## src/rtl/i2c_rx_pkg.sv

```systemverilog
package i2c_rx_pkg;

  localparam logic [1:0] ADDR_DATA = 2'd0;
  localparam logic [1:0] ADDR_CTRL = 2'd1;
  localparam logic [1:0] ADDR_STAT = 2'd2;

  typedef enum logic [2:0] {
    ST_IDLE,     // SCL released, not yet started
    ST_LOW,      // data clock low phase
    ST_HIGH,     // data clock high phase
    ST_WAIT,     // paused after 8th clock, SCL held low
    ST_ACKLOW,   // 9th clock low phase
    ST_ACKHIGH,  // 9th clock high phase
    ST_PARK      // byte done, SCL held low until next read
  } rxState_t;

  typedef struct packed {
    logic sampleBit;  // shift SDA into the byte
    logic waitMark;   // raise flag at 8th fall in wait mode
    logic byteDone;   // 9th clock rose: commit byte, raise flags
  } rxStrobe_t;

endpackage

```

## src/rtl/i2c_rx_ctrl.sv

```systemverilog
module i2c_rx_ctrl
  import i2c_rx_pkg::*;
#(
  parameter int PHASE_CYCLES = 8
) (
  input  logic      clk,
  input  logic      rstN,
  input  logic      startReq,
  input  logic      waitEn,
  input  logic      ackHigh,
  input  logic      intFlag,
  input  logic      sclIn,
  output rxStrobe_t stb,
  output logic      sclOe,
  output logic      sdaOe,
  output rxState_t  state
);

  localparam int CNT_W = (PHASE_CYCLES > 1) ? $clog2(PHASE_CYCLES) : 1;
  localparam logic [CNT_W-1:0] CNT_LAST = CNT_W'(PHASE_CYCLES - 1);
  localparam logic [CNT_W-1:0] CNT_MID  = CNT_W'(PHASE_CYCLES / 2);

  logic [CNT_W-1:0] cnt;
  logic [2:0]       bitIdx;
  logic             phaseEnd;
  logic             ackPhase;

  assign phaseEnd = (cnt == CNT_LAST);
  assign ackPhase = (state == ST_ACKLOW) || (state == ST_ACKHIGH);

  always_comb begin
    stb.sampleBit = (state == ST_HIGH) && sclIn && (cnt == CNT_MID);
    stb.waitMark  = (state == ST_HIGH) && sclIn && phaseEnd && (bitIdx == 3'd7) && waitEn;
    stb.byteDone  = (state == ST_ACKHIGH) && sclIn && (cnt == '0);
    sclOe = (state == ST_LOW) || (state == ST_WAIT) || (state == ST_ACKLOW) || (state == ST_PARK);
    sdaOe = ackPhase && !ackHigh;
  end

  always_ff @(posedge clk or negedge rstN) begin
    if (!rstN) begin
      state  <= ST_IDLE;
      cnt    <= '0;
      bitIdx <= '0;
    end else begin
      unique case (state)
        ST_IDLE, ST_PARK: begin
          if (startReq) begin
            state  <= ST_LOW;
            cnt    <= '0;
            bitIdx <= '0;
          end
        end
        ST_LOW: begin
          if (phaseEnd) begin
            state <= ST_HIGH;
            cnt   <= '0;
          end else begin
            cnt <= cnt + CNT_W'(1);
          end
        end
        ST_HIGH: begin
          if (sclIn) begin
            if (phaseEnd) begin
              cnt <= '0;
              if (bitIdx == 3'd7) begin
                state <= waitEn ? ST_WAIT : ST_ACKLOW;
              end else begin
                bitIdx <= bitIdx + 3'd1;
                state  <= ST_LOW;
              end
            end else begin
              cnt <= cnt + CNT_W'(1);
            end
          end
        end
        ST_WAIT: begin
          if (!intFlag) begin
            state <= ST_ACKLOW;
            cnt   <= '0;
          end
        end
        ST_ACKLOW: begin
          if (phaseEnd) begin
            state <= ST_ACKHIGH;
            cnt   <= '0;
          end else begin
            cnt <= cnt + CNT_W'(1);
          end
        end
        ST_ACKHIGH: begin
          if (sclIn) begin
            if (phaseEnd) begin
              state <= ST_PARK;
              cnt   <= '0;
            end else begin
              cnt <= cnt + CNT_W'(1);
            end
          end
        end
        default: state <= ST_IDLE;
      endcase
    end
  end

endmodule

```

## src/rtl/i2c_rx_datapath.sv

```systemverilog
module i2c_rx_datapath
  import i2c_rx_pkg::*;
#(
  parameter int DATA_W = 8
) (
  input  logic              clk,
  input  logic              rstN,
  input  logic [1:0]        addr,
  input  logic              wrEn,
  input  logic [DATA_W-1:0] wrData,
  input  logic              rdEn,
  output logic [DATA_W-1:0] rdData,
  input  logic              sdaIn,
  input  rxStrobe_t         stb,
  output logic              startReq,
  output logic              xmitMode,
  output logic              waitEn,
  output logic              ackHigh,
  output logic              irqEn,
  output logic              intFlag,
  output logic              rxDone,
  output logic              irq
);

  logic [DATA_W-1:0] shiftReg;
  logic [DATA_W-1:0] dataReg;
  logic              dataRead;
  logic              unusedWrBits;

  assign unusedWrBits = ^wrData[DATA_W-1:4];
  assign dataRead     = rdEn && (addr == ADDR_DATA);
  assign startReq     = dataRead && !xmitMode;
  assign irq          = intFlag && irqEn;

  always_comb begin
    rdData = '0;
    unique case (addr)
      ADDR_DATA: rdData = dataReg;
      ADDR_CTRL: rdData = DATA_W'({irqEn, ackHigh, waitEn, xmitMode});
      ADDR_STAT: rdData = DATA_W'({rxDone, intFlag});
      default:   rdData = '0;
    endcase
  end

  always_ff @(posedge clk or negedge rstN) begin
    if (!rstN) begin
      xmitMode <= 1'b1;
      waitEn   <= 1'b0;
      ackHigh  <= 1'b0;
      irqEn    <= 1'b0;
    end else if (wrEn && (addr == ADDR_CTRL)) begin
      xmitMode <= wrData[0];
      waitEn   <= wrData[1];
      ackHigh  <= wrData[2];
      irqEn    <= wrData[3];
    end
  end

  always_ff @(posedge clk or negedge rstN) begin
    if (!rstN) begin
      shiftReg <= '0;
      dataReg  <= '0;
    end else begin
      if (stb.sampleBit) shiftReg <= {shiftReg[DATA_W-2:0], sdaIn};
      if (stb.byteDone)  dataReg  <= shiftReg;
    end
  end

  always_ff @(posedge clk or negedge rstN) begin
    if (!rstN) begin
      intFlag <= 1'b0;
      rxDone  <= 1'b0;
    end else begin
      if (stb.waitMark || stb.byteDone)                     intFlag <= 1'b1;
      else if (wrEn && (addr == ADDR_STAT) && !wrData[0])   intFlag <= 1'b0;
      if (stb.byteDone)   rxDone <= 1'b1;
      else if (dataRead)  rxDone <= 1'b0;
    end
  end

endmodule

```

## src/rtl/i2c_rx_wait_master.sv

```systemverilog
module i2c_rx_wait_master
  import i2c_rx_pkg::*;
#(
  parameter int PHASE_CYCLES = 8
) (
  input  logic       clk,
  input  logic       rstN,
  input  logic [1:0] hostAddr,
  input  logic       hostWr,
  input  logic [7:0] hostWrData,
  input  logic       hostRd,
  output logic [7:0] hostRdData,
  output logic       irq,
  input  logic       sclIn,
  output logic       sclOe,
  input  logic       sdaIn,
  output logic       sdaOe
);

  rxStrobe_t stb;
  rxState_t  ctrlState;
  logic      startReq;
  logic      xmitMode;
  logic      waitEn;
  logic      ackHigh;
  logic      irqEn;
  logic      intFlag;
  logic      rxDone;

  i2c_rx_ctrl #(.PHASE_CYCLES(PHASE_CYCLES)) u_ctrl (
    .clk(clk), .rstN(rstN), .startReq(startReq), .waitEn(waitEn),
    .ackHigh(ackHigh), .intFlag(intFlag), .sclIn(sclIn), .stb(stb),
    .sclOe(sclOe), .sdaOe(sdaOe), .state(ctrlState)
  );

  i2c_rx_datapath #(.DATA_W(8)) u_dp (
    .clk(clk), .rstN(rstN), .addr(hostAddr), .wrEn(hostWr),
    .wrData(hostWrData), .rdEn(hostRd), .rdData(hostRdData), .sdaIn(sdaIn),
    .stb(stb), .startReq(startReq), .xmitMode(xmitMode), .waitEn(waitEn),
    .ackHigh(ackHigh), .irqEn(irqEn), .intFlag(intFlag), .rxDone(rxDone),
    .irq(irq)
  );

endmodule

```

## config.mk

```make
export PLATFORM = sky130hd
export DESIGN_NAME = i2c_rx_wait_master
export DESIGN_NICKNAME = d
export VERILOG_FILES = /design/src/rtl/i2c_rx_pkg.sv /design/src/rtl/i2c_rx_ctrl.sv /design/src/rtl/i2c_rx_datapath.sv /design/src/rtl/i2c_rx_wait_master.sv
export SDC_FILE = /design/constraint.sdc
export NUM_CORES = 1
export LEC_CHECK = 0
export BUFFER_PORTS_ARGS = -buffer_cell sky130_fd_sc_hd__buf_2
export CORE_MARGIN = 5
export CORE_UTILIZATION = 55
export DETAILED_ROUTE_END_ITERATION = 10
export PLACE_DENSITY = 0.89
export REMOVE_ABC_BUFFERS = 1
export SLEW_MARGIN = 10
export SYNTH_ARGS = -nofsm -noshare
export SYNTH_HDL_FRONTEND = slang
export SYNTH_SLANG_ARGS = --single-unit
```

## constraint.sdc

```tcl
create_clock -name clk -period 2.1 [get_ports clk]
set_input_delay 0.105 -clock clk [delete_from_list [all_inputs] [get_ports clk]]
set_output_delay 0.105 -clock clk [all_outputs]
set_load 0.005 [all_outputs]
```

* Yosys cells after proc, flatten, opt, wreduce, memory -nomap -nowiden
Index checks and enable logic that the tools add are counted. Widths: inputs -> output; s select.
Storage, ports and cells: flip-flop bits (word level) 31, bits of input ports 16, output and inout port bits 11, word-level logic and storage cells 94
Operators by class: $add $sub $neg 2, eq/ne operators 21, multiplexer cells 25, reduce and logical (&&, ||, !) cells 35
Operators by type and width (number):
- $mux 3 | 17
- $pmux 8 s3 | 1
- $eq 3x3->1 const B | 6
- $pmux 3 s6 | 1
- $logic_and 1x1->1 | 14
- $pmux 3 s4 | 1
- $ne 2x1->1 const B | 5
- $ne 2x2->1 const B | 5
- $reduce_and 8->1 | 1
- $add 3x1->3 const B | 2
- $eq 3x2->1 const B | 2
- $logic_not 3->1 | 2
- $pmux 3 s2 | 1
- $reduce_bool 2->1 | 3
- $reduce_or 2->1 | 3
- $logic_or 1x1->1 | 5
- $reduce_and 5->1 | 1
- $mux 1 | 4
- $reduce_and 4->1 | 1
- $reduce_bool 4->1 | 1
- $eq 3x1->1 const B | 1
- $logic_not 1->1 | 3
- $eq 2x1->1 const B | 1
- $eq 2x2->1 const B | 1
- $logic_not 2->1 | 1

* Depth between registers and ports, before layout
Gate-level depths: netlist (run 1).
depth after elaboration 7, mapped depth 7, mapped depth without buffers 7

* By module
From an unflattened synthesis (run 1), not the netlist that was laid out.
Unflattened totals: cell total of the unflattened synthesis 159, area, all modules 1804.2 µm²
By module, submodules not included:
- i2c_rx_datapath | instances 1, cells each 67, area each 969.7 µm², sequential area each 551.8 µm²
- i2c_rx_ctrl | instances 1, cells each 92, area each 834.6 µm², sequential area each 225.2 µm²

* Least setup slack after synthesis (run 1)
OpenSTA, ideal clock, no wires.
path type flip-flop to flip-flop, from register u_ctrl.cnt[0], to register u_ctrl.state[0], setup time 0.120 ns, arrival 1.674 ns, required time 1.980 ns, path slack 0.306 ns, stages on the path, launching flop included 8, buffers on the path 0, clock period less this slack 1.794 ns, path through dfrtp_1 ha_1 ha_1 nor2b_1 a211oi_1 nand2_4 and3_1 a31o_1
Between the ends: longest elaborated chain between the ends 3, elaborated cells between the ends (all ways) 6, classes of those cells eq/ne: 5; reduce/logical: 1
RTL lines:
- start, declared | line i2c_rx_ctrl.sv:23 | logic [CNT_W-1:0] cnt;
- start signal, assigned | line i2c_rx_ctrl.sv:58 | cnt <= cnt + CNT_W'(1);
- start signal, assigned | line i2c_rx_ctrl.sv:72 | cnt <= cnt + CNT_W'(1);
- start signal, assigned | line i2c_rx_ctrl.sv:87 | cnt <= cnt + CNT_W'(1);
- $eq 3x3->1 * | line i2c_rx_ctrl.sv:28 | assign phaseEnd = (cnt == CNT_LAST);
- $ne 2x1->1 (no source line)
- $reduce_and 8->1 (no source line) *
- end signal, assigned | line i2c_rx_ctrl.sv:66 | state <= waitEn ? ST_WAIT : ST_ACKLOW;
- end, declared | line i2c_rx_ctrl.sv:16 | output rxState_t state
Every way passes the cells marked *; elsewhere a longest branch is shown, timed or not. A chain may end at the register's enable or synchronous reset.

* Worst setup path after layout (run 1)
Same ends and word-level chain as after synthesis.

==> results of run 1 <==
-- layout by cell type (no fill, tap or decap), types with 5 or more instances in the layout --
cell           instances
nand2_1               20
dfrtp_1               30
nor3_1                 6
mux2_2                20
ha_1                   6
clkbuf_4               5
a21oi_1                6
nor2_1                 8
inv_1                  6
buf_2                 22
mux2i_1                8
buf_4                  6
dlygate4sd3_1          7
and2_1                 5
o21ai_0                5
-- layer usage --
metal  GRT usage  vias to the layer above
met5           0                        -
met4      0.0861                        0
met3      0.0616                        9
met2       0.317                       27
met1       0.228                      634
li1            -                      660
-- per-stage QoR --
step | power (W) | util | instances
floorplan | 0.00140 | - | 160
global placement | 0.00160 | 0.628 | 232
detailed placement | 0.00165 | 0.628 | 232
CTS | 0.00215 | 0.677 | 247
global route | 0.00229 | 0.677 | 247
finish | 0.00213 | 0.677 | 247
-- power by group --
| group | switching [W] | internal [W] | total, W | leakage, nW |
|---|---|---|---|---|
| sequential | 0.000127 | 0.000699 | 0.000826 | 0.414 |
| combinational | 0.000443 | 0.000379 | 0.000822 | 0.578 |
| clock | 0.000232 | 0.000250 | 0.000482 | 0.0452 |
| total | 0.000802 | 0.00133 | 0.00213 | 1.04 |
-- area by class of cell --
class,count,share of cell area
clock buffer,5,0.0179
timing repair buffer,35,0.107
inverter,7,0.0125
tap,44,0.0262
sequential,31,0.370
clock inverter,3,0.0208
multi-input combinational,122,0.446
-- registers in the layout, indices dropped and copies added (netlist names) --
register and count:
u_dp.dataReg 8, u_dp.shiftReg 8, u_ctrl.bitIdx 3, u_ctrl.cnt 3, u_ctrl.state 3, u_dp.ackHigh 1, u_dp.intFlag 1, u_dp.irqEn 1
u_dp.rxDone 1, u_dp.waitEn 1, u_dp.xmitMode 1
-- worst paths after layout --
check | depth (start not counted) | endpoint | from | slack [ns]
worst max-delay path | 7 | u_ctrl.state[0] | u_ctrl.cnt[0] | 0.15
worst min-delay path | 4 | u_dp.intFlag | hostWr | 0.07
worst max register to register | 7 | u_ctrl.state[0] | u_ctrl.cnt[0] | 0.15
worst min register to register | 2 | u_dp.rxDone | u_dp.rxDone | 0.51
max in group asynchronous | 2 | u_dp.shiftReg[7] | rstN | 1.34
min in group asynchronous | 2 | u_ctrl.state[1] | rstN | 0.31
-- critical path: stages (launching register included) --
cell and delay, ns:
dfrtp_1 0.40, ha_1 0.21, ha_1 0.22, nor2b_1 0.16, a211oi_1 0.40, nand2_4 0.11
and3_1 0.19, a31o_1 0.18
-- cell families (layout without fill, tap and decap cells) --
kind of cell               after synthesis  in the layout  synth area share
and+or+nand+nor                         59             59             0.178
DFF                                     31             31             0.427
muxes                                   28             28             0.168
AOI/OAI and AO/OA                       27             27             0.117
buffers and inverters                   16             50            0.0597
adders and majority gates                6              6            0.0412
xor gates and xnor gates                 2              2           0.00962
-- timing repair --
action                                  in CTS  in global routing
hold buffers                                 7                  0
endpoints found under the setup margin       0                  0
endpoints found under the hold margin       36                  0
==> flow_summary.ini, run 1 <==
[die]
core_sq_um = 3100
die_y_microns = 67.6
pin_count = 27
die_area_sq_um = 4560
die_w_microns = 67.6
start_util = 0.587
rows = 20

[clock_network]
numCtsBuffers = 5
clock_latency_ns = 0.35
cts_sinks = 31
cts_tree = yes
clockRootBuffer = clkbuf_4
htree_levels = 2
clockBufferDepth = 2
path_clk_slew_ns = 0.11
ctsResizeCount = 0
cts_setup_buffers = 0

[global_route]
grt_util_all_layers = 0.193
antenna_found_initial = 0
overflow = 0
grt_pass1_vias = 1390
grt_start_max_net_pins = 32
grt_pass1_wl_microns = 6430

[setup_path]
worstSetupEndpointType = flop
cp.required_ns = 2.35
critPathMaxFanout = 4
arrival_ns = 2.21
path_class = flop to flop
cp-start-kind = flop

[synthesis]
synth_edf_count = 0
yosysMostFrequentCell = dfrtp_1
synth.top_cells.by_count = 30 x dfrtp_1, 20 x mux2_2, 20 x nand2_1, 8 x mux2i_1, 8 x nor2_1
synth_top_area_share = 0.412
ys_types = 44
synth.avg_cell_area_sq_um = 10.8
ys_seq_elements = 31
synth_area_leader_cell = dfrtp_1
async_flop_share = 1.00
yosysSeqAreaShare = 0.427
synth_area_leaders = dfrtp_1 41%, mux2_2 12%, mux2i_1 4.4%
synth.cell_area_sq_um = 1820
yosysWarnings = 0
postSynthCellCount = 169
yosys_most_used_dff = dfrtp_1

[route]
vias = 1330
dr.max_layer_used = met4
ant_nets = 0
wl_met1_microns = 1610
routed_via_density = 5.38
dr.pass1.iters = 4
drt-wirelength-per-cell_microns = 14.7
dr_wl_met2_microns = 1770
drc_errors = 0
met3RoutedLength_microns = 162
finalWirelength_microns = 3640
initialDrtViolationCount = 101

[timing]
relSlewSlack = 0.543
min_period_ns = 1.95
hold_violations = 0
worst_slew_pin_slew_ns = 0.686
fin_hold_ws_ns = 0.0730
fin_worst_skew_ns = 0.00745
rsz0062_at_grt = no
finalSetupTns_ns = 0
setup_violations = 0
max_freq_mhz = 512
fin_crit_sh = 0.931
layout_setup_ws_ns = 0.145
slew_viol_final = 0

[finish]
drive_gt1_frac = 0.330
num_antenna_cells = 0
register_area_sq_um = 777
fin_area_sq_um = 2100
fillers = 257
multi_input_area_sq_um = 936
syn_to_final_growth_pct = 15.3
nets = 224

[placement]
numPortBuffers = 22
placed_area_sq_um = 1950
hpwlAfterDp_microns = 2570
dp_worst_setup_slack_ns = 0.163
gp_congestion = 0.801

[status]
outcome = finished clean

[flow_run]
cap_violations = 0

[power_and_ir_drop]
vdd_ir_drop_max_uv = 624
p_leak_nw = 1.04
powerDensity_nw_per_um2 = 1010

[hold_path]
hold_path_class = input port to flop
(Power assumes the default switching activity.)
==> run 2: changes to the inputs <==
CORE_MARGIN = 2   (was 5)
==> run 2 against run 1 <==
Against the previous run: fmax is 2.1% higher; critical path type unchanged; worst hold slack worse by 0.050 ns; via count is 0.75% lower; routed wire length is 8.3% lower; clock-buffer cell count is 1 higher; sequential power is 0.8% higher; die area is 17% lower; sequential cell count stayed put.
==> flow_summary.ini, run 2 (synthesis results as in run 1) <==
[finish]
largestRegisters = u_dp.dataReg (8), u_dp.shiftReg (8)
layout_commonest_cell = dfrtp_1
num_antenna_cells = 0
final_cells = 242
fillers = 275
drive_gt1_frac = 0.333
final_cell_mix = 30 x dfrtp_1, 22 x buf_2, 20 x nand2_1, 20 x mux2_2
nets = 219
syn_to_final_growth_pct = 13.0

[route]
finalWirelength_microns = 3340
drt-wirelength-per-cell_microns = 13.8
dr.pass1.iters = 4
ant_nets = 0
routed_via_density = 5.45
vias = 1320
drc_errors = 0
initialDrtViolationCount = 115

[clock_network]
htree_levels = 2
cts_setup_buffers = 0
cts_tree = yes
clockBufferDepth = 2
path_clk_slew_ns = 0.10
clockRootBuffer = clkbuf_4
cts_sinks = 31
numCtsBuffers = 5
clock_latency_ns = 0.32

[setup_path]
reg2reg_from = u_ctrl.cnt[0]
crit_path_start = u_ctrl.cnt[0]
crit_path_top_delay_cell = dfrtp_1
worstSetupEndpointType = flop
path_class = flop to flop
crit_buf_inv = 0
cp.required_ns = 2.32
max_stage_delay_ns = 0.39
arrival_ns = 2.14
cp-start-kind = flop
critPathMaxFanout = 4
crit_path_frequent_cell = ha_1
worstPathCellList = ha_1 -> ha_1 -> nor2b_1 -> a211oi_1 -> nand2_4 -> and3_1 -> a31o_1
cp_top_family = compound AO/OA/AOI/OAI gates

[timing]
min_period_ns = 1.92
fin_crit_sh = 0.912
max_freq_mhz = 522
hold_violations = 0
finalSetupTns_ns = 0
relSlewSlack = 0.538
setup_violations = 0
rsz0062_at_grt = no
slew_viol_final = 0
fin_worst_skew_ns = 0.00695
worst_slew_pin_slew_ns = 0.693

[placement]
dp_cells = 231
hpwlAfterDp_microns = 2420
numPortBuffers = 22
gp_congestion = 0.848

[global_route]
grt_util_all_layers = 0.213
grt_start_max_net_pins = 32
overflow = 0
antenna_found_initial = 0
grt_pass1_wl_microns = 5800
grt_pass1_vias = 1270

[status]
outcome = finished clean

[die]
rows = 20
core_sq_um = 3100
pin_count = 27
die_y_microns = 61.6
die_w_microns = 61.6
die_area_sq_um = 3790
start_util = 0.587

[flow_run]
cap_violations = 0

[power_and_ir_drop]
p_leak_nw = 1.02
vdd_ir_drop_max_uv = 604
powerDensity_nw_per_um2 = 1020

[hold_path]
hold_path_class = input port to flop
min_from = hostWrData[3]
## run 2: cell count changes in the layout (fill, tap and decap cells not counted)
cell	delta
dlygate4sd3_1	-4
buf_4	-1
clkbuf_8	+1
clkinv_4	-1
## run 2: routing by layer
layer,global-route usage,up-vias,part of all wire,routed length [microns]
met2,0.358,39,0.49,1650
met3,0.0567,2,0.047,157
met5,0,-,0,0
met4,0.0547,0,0.0042,14
met1,0.273,626,0.46,1520
li1,-,653,-,-
## run 2: cell type report
| type | instances | area (sq um) | area share |
|---|---|---|---|
| multi-input cells | 122 | 936 | 0.455 |
| flip-flops and latches | 31 | 777 | 0.378 |
| repair buffers | 30 | 178 | 0.0863 |
| well taps | 44 | 55.1 | 0.0267 |
| clock buffers | 6 | 51.3 | 0.0249 |
| clock inverters | 2 | 35.0 | 0.0170 |
| inverters | 7 | 26.3 | 0.0128 |
## run 2: worst paths after layout
| path | cells after the start | to | slack, ns |
|---|---|---|---|
| min in group asynchronous | 2 | u_ctrl.state[1] | 0.36 |
| setup reg to reg | 7 | u_ctrl.state[0] | 0.18 |
| setup / recovery | 7 | u_ctrl.state[0] | 0.18 |
| hold / removal | 2 | u_dp.irqEn | 0.02 |
| hold reg to reg | 1 | u_dp.dataReg[7] | 0.51 |
| max in group asynchronous | 2 | u_ctrl.cnt[1] | 1.29 |
## run 2: per-stage QoR
stage	cell area (sq um)	utilization	setup WS (ns)	hold WS [ns]	power, W
floorplan	1740	-	0.286	-0.191	0.00140
global placement	1940	0.626	0.232	0.178	0.00160
detailed placement	1940	0.626	0.171	0.183	0.00162
CTS	2050	0.660	0.178	0.00230	0.00211
global route	2060	0.663	0.103	0.00766	0.00226
finish	2060	0.663	0.185	0.0234	0.00210
## run 2: repair_timing
item	CTS	global route
gates resized for setup	0	0
hold buffers	2	1
hold endpoints to repair	31	1
## run 2: report_power, final
part	switching [W]	internal [W]
Sequential	0.000134	0.000699
Clock	0.000203	0.000281
Combinational	0.000419	0.000364
